<file path="src/rtl/regclass_rename.sv">
module regclass_rename #(
  parameter int NI = 8,
  parameter int NF = 8,
  parameter int NC = 4,
  parameter int NM = 4,
  parameter int PI = 16,
  parameter int PF = 16,
  parameter int PC = 8,
  parameter int ZI = 0,
  parameter int ZF = 0,
  parameter int AW = 5,
  localparam int NR = NI + NF + NC,
  localparam int NT = NR + NM,
  localparam int PMAX = (PI > PF) ? ((PI > PC) ? PI : PC) : ((PF > PC) ? PF : PC),
  localparam int PW = $clog2(PMAX),
  localparam int CW = $clog2(PMAX + 1)
) (
  input  logic          clk,
  input  logic          rst_n,
  input  logic [AW-1:0] lk_idx,
  output logic [PW-1:0] lk_phys,
  output logic          lk_err,
  input  logic          ren_valid,
  input  logic [AW-1:0] ren_idx,
  output logic          ren_ready,
  output logic          ren_err,
  output logic [PW-1:0] ren_new,
  output logic [PW-1:0] ren_prev,
  input  logic          set_valid,
  input  logic [AW-1:0] set_idx,
  input  logic [PW-1:0] set_phys,
  output logic          set_err,
  input  logic          rel_valid,
  input  logic [1:0]    rel_class,
  input  logic [PW-1:0] rel_phys
);

  localparam logic [1:0] MISC = 2'd3;

  logic [PW-1:0]        map_q [NR];
  logic [2:0][PW-1:0]   fl_head;
  logic [2:0][CW-1:0]   fl_cnt;

  function automatic logic [AW+2:0] dec(input logic [AW-1:0] i);
    int v;
    v = int'(i);
    if (v < NI)           return {1'b0, 2'd0, AW'(v)};
    else if (v < NI + NF) return {1'b0, 2'd1, AW'(v - NI)};
    else if (v < NR)      return {1'b0, 2'd2, AW'(v - NI - NF)};
    else if (v < NT)      return {1'b0, MISC, AW'(v - NR)};
    else                  return {1'b1, MISC, AW'(0)};
  endfunction

  function automatic logic is_zero(input logic [AW-1:0] i);
    return (int'(i) == ZI) || (int'(i) == NI + ZF);
  endfunction

  function automatic logic [PW-1:0] nxt(input logic [PW-1:0] p);
    return (int'(p) == PMAX - 1) ? '0 : p + 1'b1;
  endfunction

  logic          rb, sb, lb;
  logic [1:0]    rc, sc, lc;
  logic [AW-1:0] rr, sr, lr;

  assign {rb, rc, rr} = dec(ren_idx);
  assign {sb, sc, sr} = dec(set_idx);
  assign {lb, lc, lr} = dec(lk_idx);

  logic ren_ok, commit, set_do;

  assign ren_ok    = !rb && (rc != MISC) && !is_zero(ren_idx);
  assign ren_err   = rb;
  assign ren_prev  = rb ? '0 : (rc == MISC) ? PW'(rr) : map_q[ren_idx];
  assign ren_new   = ren_ok ? fl_head[rc] : ren_prev;
  assign ren_ready = !(ren_ok && (fl_cnt[rc] == '0));
  assign commit    = ren_valid && ren_ok && ren_ready;

  assign lk_err  = lb;
  assign lk_phys = lb ? '0 : (lc == MISC) ? PW'(lr) : map_q[lk_idx];

  assign set_err = sb
                 || ((sc == MISC) && (set_phys != PW'(sr)))
                 || ((sc != MISC) && is_zero(set_idx) && (set_phys != map_q[set_idx]));
  assign set_do  = set_valid && !set_err && (sc != MISC);

  always_ff @(posedge clk or negedge rst_n) begin
    if (!rst_n) begin
      for (int i = 0; i < NR; i++)
        map_q[i] <= PW'((i < NI) ? i : (i < NI + NF) ? (i - NI) : (i - NI - NF));
    end else begin
      if (commit) map_q[ren_idx] <= fl_head[rc];
      if (set_do) map_q[set_idx] <= set_phys;
    end
  end

  for (genvar c = 0; c < 3; c++) begin : g_fl
    localparam int NP    = (c == 0) ? PI : (c == 1) ? PF : PC;
    localparam int NA    = (c == 0) ? NI : (c == 1) ? NF : NC;
    localparam int NFREE = NP - NA;

    logic [PW-1:0] slot_q [PMAX];
    logic [PW-1:0] hd_q, tl_q;
    logic [CW-1:0] cnt_q;
    logic          pop, push;

    assign pop        = commit && (rc == 2'(c));
    assign push       = rel_valid && (rel_class == 2'(c)) && (int'(cnt_q) < PMAX);
    assign fl_head[c] = slot_q[hd_q];
    assign fl_cnt[c]  = cnt_q;

    always_ff @(posedge clk or negedge rst_n) begin
      if (!rst_n) begin
        for (int k = 0; k < PMAX; k++)
          slot_q[k] <= (k < NFREE) ? PW'(NA + k) : '0;
        hd_q  <= '0;
        tl_q  <= PW'(NFREE % PMAX);
        cnt_q <= CW'(NFREE);
      end else begin
        if (pop) hd_q <= nxt(hd_q);
        if (push) begin
          slot_q[tl_q] <= rel_phys;
          tl_q         <= nxt(tl_q);
        end
        if (pop != push) cnt_q <= pop ? cnt_q - 1'b1 : cnt_q + 1'b1;
      end
    end
  end

endmodule


</file>
<file path="config.mk">
export PLATFORM = sky130hd
export DESIGN_NAME = regclass_rename
export DESIGN_NICKNAME = d
export VERILOG_FILES = /design/src/rtl/regclass_rename.sv
export SDC_FILE = /design/constraint.sdc
export NUM_CORES = 1
export LEC_CHECK = 0
export CAP_MARGIN = 20
export CORE_UTILIZATION = 60
export DETAILED_ROUTE_END_ITERATION = 10
export HOLD_SLACK_MARGIN = 0.03
export PLACE_DENSITY = 0.78
export SYNTH_ARGS = -nofsm -noshare
export SYNTH_HDL_FRONTEND = slang
export SYNTH_SLANG_ARGS = --single-unit
</file>
<file path="constraint.sdc">
create_clock -name clk -period 5.7 [get_ports clk]
set_input_delay 1.14 -clock clk [delete_from_list [all_inputs] [get_ports clk]]
set_output_delay 1.14 -clock clk [all_outputs]
set_load 0.02 [all_outputs]
</file>
## Word-level counts from Yosys, hierarchy flattened

Cells that the tools add are included.

- Register bits: 311
- Bits in latches: 0
- Memory bits (writable): 0
- ROM bits: 0
- Input port bits: 30
- Output and inout port bits: 16
- Logic and storage cells: 261
- Memories: 0

- $add $sub $neg: 21
- Multiply operators: 0
- Divide/modulo/power cells: 0
- Order comparisons: 30
- Equal/unequal tests: 22
- Shift-type cells: 0
- Mux-type cells: 65
- Bitwise operators: 9
- Reductions and logical operators: 37

Operators with widths:

| cell | number |
|---|---|
| bitwise mux 64 bit | 3 |
| bitwise mux 80 bit | 2 |
| 2-to-1 mux 80 bit | 2 |
| 2-to-1 mux 4 bit | 29 |
| 2-to-1 mux 8 bit | 12 |
| binary-select mux 4 bit (select 5 bit) | 3 |
| < comparator 5 bit (second input constant) | 12 |
| binary-select mux 4 bit (select 4 bit) | 3 |
| demux 4 bit (select 4 bit) | 3 |
| demux 4 bit (select 5 bit) | 2 |
| >= comparator 5 bit (second input constant) | 6 |
| NOT 4 -> 5 bit | 6 |
| subtractor 5 bit (second input constant) | 6 |
| adder 4 x 1 -> 4 bit (second input constant) | 6 |
| equality test 4 x 1 -> 1 bit (second input constant) | 6 |
| logical AND 1 bit | 24 |
| 2-to-1 mux 5 bit | 4 |
| >= comparator 6 bit (second input constant) | 3 |
| NOT 5 -> 6 bit | 3 |
| adder 5 x 1 -> 5 bit (second input constant) | 3 |
| zero test 5 bit | 3 |
| < comparator 5 x 1 -> 1 bit (second input constant) | 3 |
| < comparator 5 x 4 -> 1 bit (second input constant) | 3 |
| subtractor 5 x 1 -> 5 bit (second input constant) | 3 |
| other kinds (14) | 34 |

## Logic depth before layout (Yosys ltp)

Gate-level depths: netlist of the first run.

- Depth after elaboration: 14
- Mapped depth: 12
- Gate-level depth less buffers: 11

## Worst setup path after synthesis of the first run

No wires, ideal clock.

- Path kind: input-to-output
- Start: in ren_idx[0]
- End: out ren_new[0]
- Arrival: 3.274 ns
- Data required time: 4.560 ns
- Setup slack: 1.286 ns
- Stages on the path: 6
- Path buffers: 1
- Cell sequence: buf_1 mux4_2 mux4_2 inv_1 o22ai_1 mux2_2

- Elaborated cells on any way between the ends: 29
- Classes of those cells: 3 x add/sub; 4 x order compare; 3 x eq/ne; 12 x mux; 1 x bitwise; 6 x reduce/logical

RTL lines:

| element | line | RTL |
|---|---|---|
| start, declared | 24 | `input logic [AW-1:0] ren_idx,` |
| subtractor 5 x 4 -> 5 bit, or another cell as far along | 48, 49 |  |
| subtractor 5 bit, or another cell as far along | 49 | `else if (v < NR) return {1'b0, 2'd2, AW'(v - NI - NF)};` |
| 2-to-1 mux 8 bit (on tied branches) | 49, 48 |  |
| 2-to-1 mux 8 bit (on tied branches) | 48, 47 |  |
| 2-to-1 mux 8 bit / equality test 2 bit (equally long branches) | 47, 74 |  |
| 2-to-1 mux 4 bit | 74 | `assign ren_prev = rb ? '0 : (rc == MISC) ? PW'(rr) : map_q[ren_idx];` |
| 2-to-1 mux 4 bit (*) | 74 |  |
| via ren_prev[0] | 28 | `output logic [PW-1:0] ren_prev,` |
| 2-to-1 mux 4 bit (*) | 75 | `assign ren_new = ren_ok ? fl_head[rc] : ren_prev;` |
| end, declared | 27 | `output logic [PW-1:0] ren_new,` |

The timed path passes the listed nets; every way through them passes the cells marked *. The select of a mux whose other input is x is not followed.

## Worst setup path in the final report of the first run

- Start: in set_idx[0]
- End: out set_err

- Longest elaborated chain between the ends: 9
- Elaborated cells on any way between the ends: 27
- Classes of those cells: 3 x add/sub; 4 x order compare; 5 x eq/ne; 7 x mux; 1 x bitwise; 7 x reduce/logical

Ends and longest elaborated chain:

| element | line | RTL |
|---|---|---|
| start, declared | 30 | `input logic [AW-1:0] set_idx,` |
| subtractor 5 x 4 -> 5 bit, or another cell as far along | 48, 49 |  |
| subtractor 5 bit / 2-to-1 mux 8 bit (equally long branches) | 49, 50 |  |
| 2-to-1 mux 8 bit | 49 |  |
| 2-to-1 mux 8 bit | 48 | `else if (v < NI + NF) return {1'b0, 2'd1, AW'(v - NI)};` |
| 2-to-1 mux 8 bit | 47 | `if (v < NI) return {1'b0, 2'd0, AW'(v)};` |
| != test 4 bit | 83 | `\|\| ((sc == MISC) && (set_phys != PW'(sr)))` |
| logical AND 1 bit | 83 |  |
| logical OR 1 bit | 83 |  |
| logical OR 1 bit (*) | 84 | `\|\| ((sc != MISC) && is_zero(set_idx) && (set_phys != map_q[set_idx]));` |
| end, declared | 32 | `output logic set_err,` |

Mark *: on every way between the ends. The rest lies on a longest branch, timed or not. The select of a mux whose other input is x is not followed.

==> run metrics, run 1 <==
outcome=completed; io pins=46; reg2reg start=g_fl[0].hd_q[0]; Multi-input gate area=roughly 9200 um2; Crit. End Element=output pin; GPL Wtd Cong=~0.95; setup_tns=0 ns; Fin Clk Skew=0.0131 ns; Bufs on Longest Clock Path=3; I/O Buffers=between 40 and 50; Post-Synth Adder-Cell Area=under 10%; post-detailed-route wirelength per cell=between 20 and 25 um; H-tree depth=2; drt total wl=between 40000 and 50000 um; library cells used by synthesis=between 60 and 70; CP required=between 4 and 5 ns; FILL cells=roughly 2.1k; worst skew pair latency=about 0.52 ns; starting density of the core=61.0%; final core utilization=67.8%; Post-DP HPWL=a little over 30000 um; fin worst setup slack=roughly 0.38 ns; Final Slew Violations=0; cell leakage power=8.35 nW; 1st-iter DRT viols=1352; CTS Sinks=slightly above 300; main combinational cell family by area after synthesis=multiplexers; post-synthesis sequential element count=~310; area delta synth->final=11.1%; grt ovf=0; Yosys top cell by area=dfrtp_1; Clk pin slew, worst setup/hold paths=approximately 0.060 ns; postcts setup bufs=0; Root Buffer=clkbuf_16; Core ar.=28800 um2; Simple-Gate Fraction of Synth Area=roughly a tenth; number of synthesized flops with an enable pin=0; sequential cell area=roughly 8000 um2; critical path class=input port to output pin; initial antenna violation count=0; cell with the most instances after synthesis=dfrtp_1; nets=roughly 1.5k; pre-CTS setup slack=between 0.4 and 0.5 ns; total number of vias=~12k; # setup viols final=0; synth cell count leaders=229 x dfrtp_1, 221 x mux2_2, 139 x nand2_1, 121 x mux2i_1, 87 x mux4_2; Pwr Density=~430 nW/um2; DRC viols=0; post-synthesis cell count=~1.5k; top-area cell type share of the netlist area=between 30 and 40%; die area=approximately 30000 um2; Hold Crit Start=g_fl[2].slot_q[9]; Tcrit/Tclk final=93.4%; layout cell share with drive strength beyond 1=between 30% and 40%; die width=173 um; post-synthesis compound-gate area fraction=7.12%; Die Ht=approximately 170 um; Tightest Pin Transition=just over 1 ns; Post-Syn Area per Cell=around 12 um2; vias in the first global route=between 10k and 15k; Post-Synth XOR/XNOR Area=1.10%; Pre-antenna DRT Iters=7; synthesized cell area=approximately 18000 um2; Top FF cell, synth=dfrtp_1; worst-path fanout max=12; final hold violation count=0; antenna-violating nets left=0; worst vdd ir=0.000328 V; Hold Crit Class=flip-flop to flip-flop; Post-Syn Nets=between 1.5k and 2k; Vias/cell=approximately 6.6; Slew headroom=between 30% and 40%; n_diodes=0; fmax=188 MHz; hold-fix buffers at CTS=0; sequential share of the synthesized area=44.9%; RSZ-0062 raised after global routing=false; pin count of the biggest net entering global routing=157; mux contribution to synthesized area=about a third; Synth Warn #=0; CTS tree=yes; All-Layer GR Usage=between 20% and 30%; Setup crit start=set_idx[0]; Area contributors post-synth=dfrtp_1 33%, mux2_2 14%, dfstp_2 12%; min cycle time layout=about 5.3 ns; PostCTS Resize Cnt=0; Worst Setup Start Kind=input port; arrival time worst endpoint=4.18 ns; Synth async-reset ratio=between 90% and 100%; # rows=between 60 and 70; max cap viols=0; global-route wire length before repair=about 70000 um; total CTS buffers=35
routing by layer:
metal | up-vias | track usage, % | wire, um
li1 | 5446 | - | -
met1 | 6323 | 42.6 | 19000
met2 | 528 | 46.7 | 20400
met3 | 98 | 4.84 | 3050
met4 | 0 | 10.4 | 1470
met5 | - | 0 | 0
final timing paths:
check                                     end  slack [ns]  cells after the start
hold / removal              g_fl[2].slot_q[9]        0.50                      1
hold reg to reg             g_fl[2].slot_q[9]        0.50                      1
min in group asynchronous     g_fl[2].tl_q[3]        0.65                      1
setup / recovery                      set_err        0.38                      9
setup reg to reg                    map_q[27]        1.91                      9
max in group asynchronous  g_fl[0].slot_q[12]        3.69                      2
area by class of cell:
type                            count  share of cell area [%]
Sequential cell                   311                    40.4
Clock inverter                      5                   0.353
Clock buffer                       59                    5.63
Multi-Input combinational cell   1033                    47.2
Tap cell                          384                    2.46
Inverter                           22                   0.423
Timing Repair Buffer               76                    3.54
cells by family after synthesis:
logic type / after synthesis
simple gates: 349
flops: 311
compound gates: 204
fa+ha+maj: 29
xor+xnor: 22
mux: 429
buf+inv: 120
flip-flops by register name (all words and copies together) (netlist names):
| register | count |
|---|---|
| g_fl.cnt_q | 15 |
| g_fl.hd_q | 12 |
| g_fl.slot_q | 192 |
| g_fl.tl_q | 12 |
| map_q | 80 |
worst max-delay path: stages:
cell	delay (ns)
clkdlybuf4s50_1	0.79
or4bb_1	0.61
o32ai_1	0.15
a211oi_1	0.09
and3_1	0.22
nor4_1	0.30
a31o_2	0.27
nand2_1	0.06
clkdlybuf4s50_1	0.53
where the power goes:
group          total, mW  leakage (nW)  switching (mW)  internal, mW
combinational       2.47          3.88            1.17          1.31
sequential          3.72          3.89           0.705          3.01
clock               2.27         0.572           0.908          1.36
total               8.46          8.35            2.78          5.68
cells in the final DEF, fill, tap and decap left out, types with 6 or more instances in the layout:
master,count
xnor2_1,14
mux2_2,221
nand2_1,139
xor2_1,8
clkbuf_16,37
nand4_1,9
buf_4,30
nand2b_1,9
a22oi_1,13
a31oi_1,14
inv_1,19
a21o_1,7
clkbuf_8,9
mux4_2,87
o22ai_1,10
dfrtp_1,229
ha_1,26
nor3_1,10
clkdlybuf4s50_1,42
a21oi_1,36
clkbuf_1,13
and2_1,13
a2111oi_0,8
a211oi_1,6
nand3b_1,6
nor2_1,57
mux2i_1,121
dfstp_2,82
o21ai_0,84
nor2b_1,21
nand3_1,48
per-stage QoR:
step                      hold WS [ns]  power [mW]  instances  instance area [um2]
after CTS                        0.503        8.47       1890                19500
after floorplan                  0.468        5.33       1464                17600
after global placement           0.477        6.05       1826                18300
after global routing             0.508        8.86       1890                19500
after detailed placement         0.490        6.17       1826                18300
final                            0.500        8.46       1890                19500
Note: power is estimated with default switching activity, not from simulation.
==> run 2, diff against run 1 <==
--- a/config.mk
+++ b/config.mk
@@ -6,10 +6,9 @@
 export NUM_CORES = 1
 export LEC_CHECK = 0
 export CAP_MARGIN = 20
-export CORE_UTILIZATION = 60
+export CORE_UTILIZATION = 40
 export DETAILED_ROUTE_END_ITERATION = 10
 export HOLD_SLACK_MARGIN = 0.03
-export PLACE_DENSITY = 0.78
 export SYNTH_ARGS = -nofsm -noshare
 export SYNTH_HDL_FRONTEND = slang
 export SYNTH_SLANG_ARGS = --single-unit
==> run 2 against run 1 <==
Sequential power barely moved; setup slack got worse by 0.079 ns; design area rose by 2.1%; sequential share of layout area fell by 0.85 points; count of clock-buffer cells in the layout did not move; total power rose by 3.4%; critical endpoint unchanged; sequential cell count did not move; clock skew rose by 0.018 ns; first-iteration DRC count fell by 30%; register-to-register slack got worse by 0.03 ns.
==> run metrics, run 2 (synthesis gave the netlist of run 1 again) <==
grt ovf=0; initial antenna violation count=0; setup_tns=0 ns; Tcrit/Tclk final=between 90% and 100%; final hold violation count=0; worst-path fanout max=13; final core utilization=between 40% and 50%; Slew headroom=29.0%; Regs by FF count=g_fl.slot_q (192), map_q (80), g_fl.cnt_q (15); area delta synth->final=13.5%; hold-fix buffers at CTS=0; # setup viols final=0; Fin Clk Skew=approximately 0.032 ns; reg2reg start=g_fl[0].hd_q[0]; Post-DP HPWL=31800 um; postcts setup bufs=0; cell leakage power=8.44 nW; PostCTS Resize Cnt=0; Tightest Pin Transition=about 1.1 ns; Clk pin slew, worst setup/hold paths=roughly 0.06 ns; worst vdd ir=around 0.00021 V; starting density of the core=about two fifths; max cap viols=0; antenna-violating nets left=0; CP max-delay cell=clkdlybuf4s50_1; n_diodes=0; die area=between 40000 and 50000 um2; Root Buffer=clkbuf_16; worst skew pair latency=0.57 ns; fin worst setup slack=approximately 0.30 ns; critical path class=input port to output pin; Top reg by flops=g_fl.slot_q; 1st-iter DRT viols=about 950; RSZ-0062 raised after global routing=false; Vias/cell=about 5.7; arrival time worst endpoint=~4.3 ns; pin count of the biggest net entering global routing=109; die width=about 210 um; Bufs on Longest Clock Path=3; Pwr Density=439 nW/um2; Die Ht=212 um; I/O Buffers=45; CP required=approximately 4.6 ns; nets=1540; total CTS buffers=38; Crit. End Element=output pin; DRC viols=0; H-tree depth=2; kind of cell adding the most delay to the critical path=buffers and inverters; Core ar.=approximately 43000 um2; fmax=about 190 MHz; Final Slew Violations=0; Tot Pwr=just under 9 mW; Buf+Inv Stages, Crit Path=2; min cycle time layout=between 5 and 6 ns; CP dominant cell by count=clkdlybuf4s50_1; Worst Setup Start Kind=input port; commonest non-fill, non-tap cells in the layout=229 x dfrtp_1, 221 x mux2_2, 139 x nand2_1; max incr delay on CP=approximately 0.86 ns; commonest non-fill, non-tap cell in the layout=dfrtp_1; pre-CTS setup slack=approximately 0.33 ns; drt total wl=46400 um; outcome=completed; global-route wire length before repair=roughly 73000 um; Largest register FFs=between 150 and 200; CTS tree=yes; Pre-antenna DRT Iters=5; CTS Sinks=roughly 310; crit path cell chain=clkdlybuf4s50_1, or4bb_1, o32ai_1, a211oi_1, and3_1, nor4_1, a31o_2, nand2_1, clkdlybuf4s50_1; # rows=76; io pins=between 40 and 50; Setup crit start=set_idx[0]; vias in the first global route=about 12k; Hold Crit Class=flip-flop to flip-flop; Hold Crit Start=g_fl[0].slot_q[61]; total number of vias=12.0k; post-detailed-route wirelength per cell=~22 um; layout cell share with drive strength beyond 1=between 30 and 40%; All-Layer GR Usage=a little over a fifth; Min Hold Slack=0.500 ns; GPL Wtd Cong=about 0.92
## run 2: cell types whose count changed in the layout (fill, tap and decap cells not counted), sizes merged
cell / delta
clkinv: +2
buf: +3
bufinv: +2
inv: +2
clkdlybuf4s50: -4
## run 2: power breakdown
group | internal, mW | switching [mW] | leakage [nW] | total [mW]
Sequential | 3.01 | 0.723 | 3.89 | 3.73
Combinational | 1.31 | 1.13 | 3.88 | 2.44
Clock | 1.58 | 0.992 | 0.669 | 2.58
Total | 5.90 | 2.85 | 8.44 | 8.75
## run 2: per-layer routing
layer	part of all wire, %	vias up	track usage, %
li1	-	5457	-
met1	47	6194	30.4
met2	46	323	33.3
met3	4.5	73	3.16
met4	2.5	0	6.82
met5	0	-	0
## run 2: worst reg2reg max path: stages (launching register included)
cell,delay [ns]
dfrtp_1,0.99
buf_4,0.31
mux4_2,0.51
nor3b_1,0.16
a31oi_1,0.17
a31oi_1,0.11
nand2_1,0.34
nand2_1,0.63
mux2i_1,0.35
o21ai_0,0.11
## run 2: final cells by class
class                           count  area, um2
Clock buffer                       59       1190
Timing Repair Buffer               75        676
Inverter                           22       82.6
Tap cell                          585        732
Clock inverter                     11        156
Sequential cell                   311       7890
Fill cell                        3970      23200
Multi-Input combinational cell   1033       9200
## run 2: stage by stage
step                      instance area, um2  cells
final                                  19900   2096
after global routing                   19900   2096
after CTS                              19900   2096
after detailed placement               18600   2026
after global placement                 18600   2026
after floorplan                        17600   1464
## run 2: path summary, 6_finish.rpt
path	to	slack [ns]	depth (start not counted)
max in group asynchronous	g_fl[1].slot_q[17]	4.06	2
min in group asynchronous	g_fl[2].tl_q[0]	0.58	1
worst min register to register	g_fl[0].slot_q[61]	0.50	1
worst min-delay path	g_fl[0].slot_q[61]	0.50	1
worst max register to register	map_q[3]	1.88	9
worst max-delay path	set_err	0.30	9
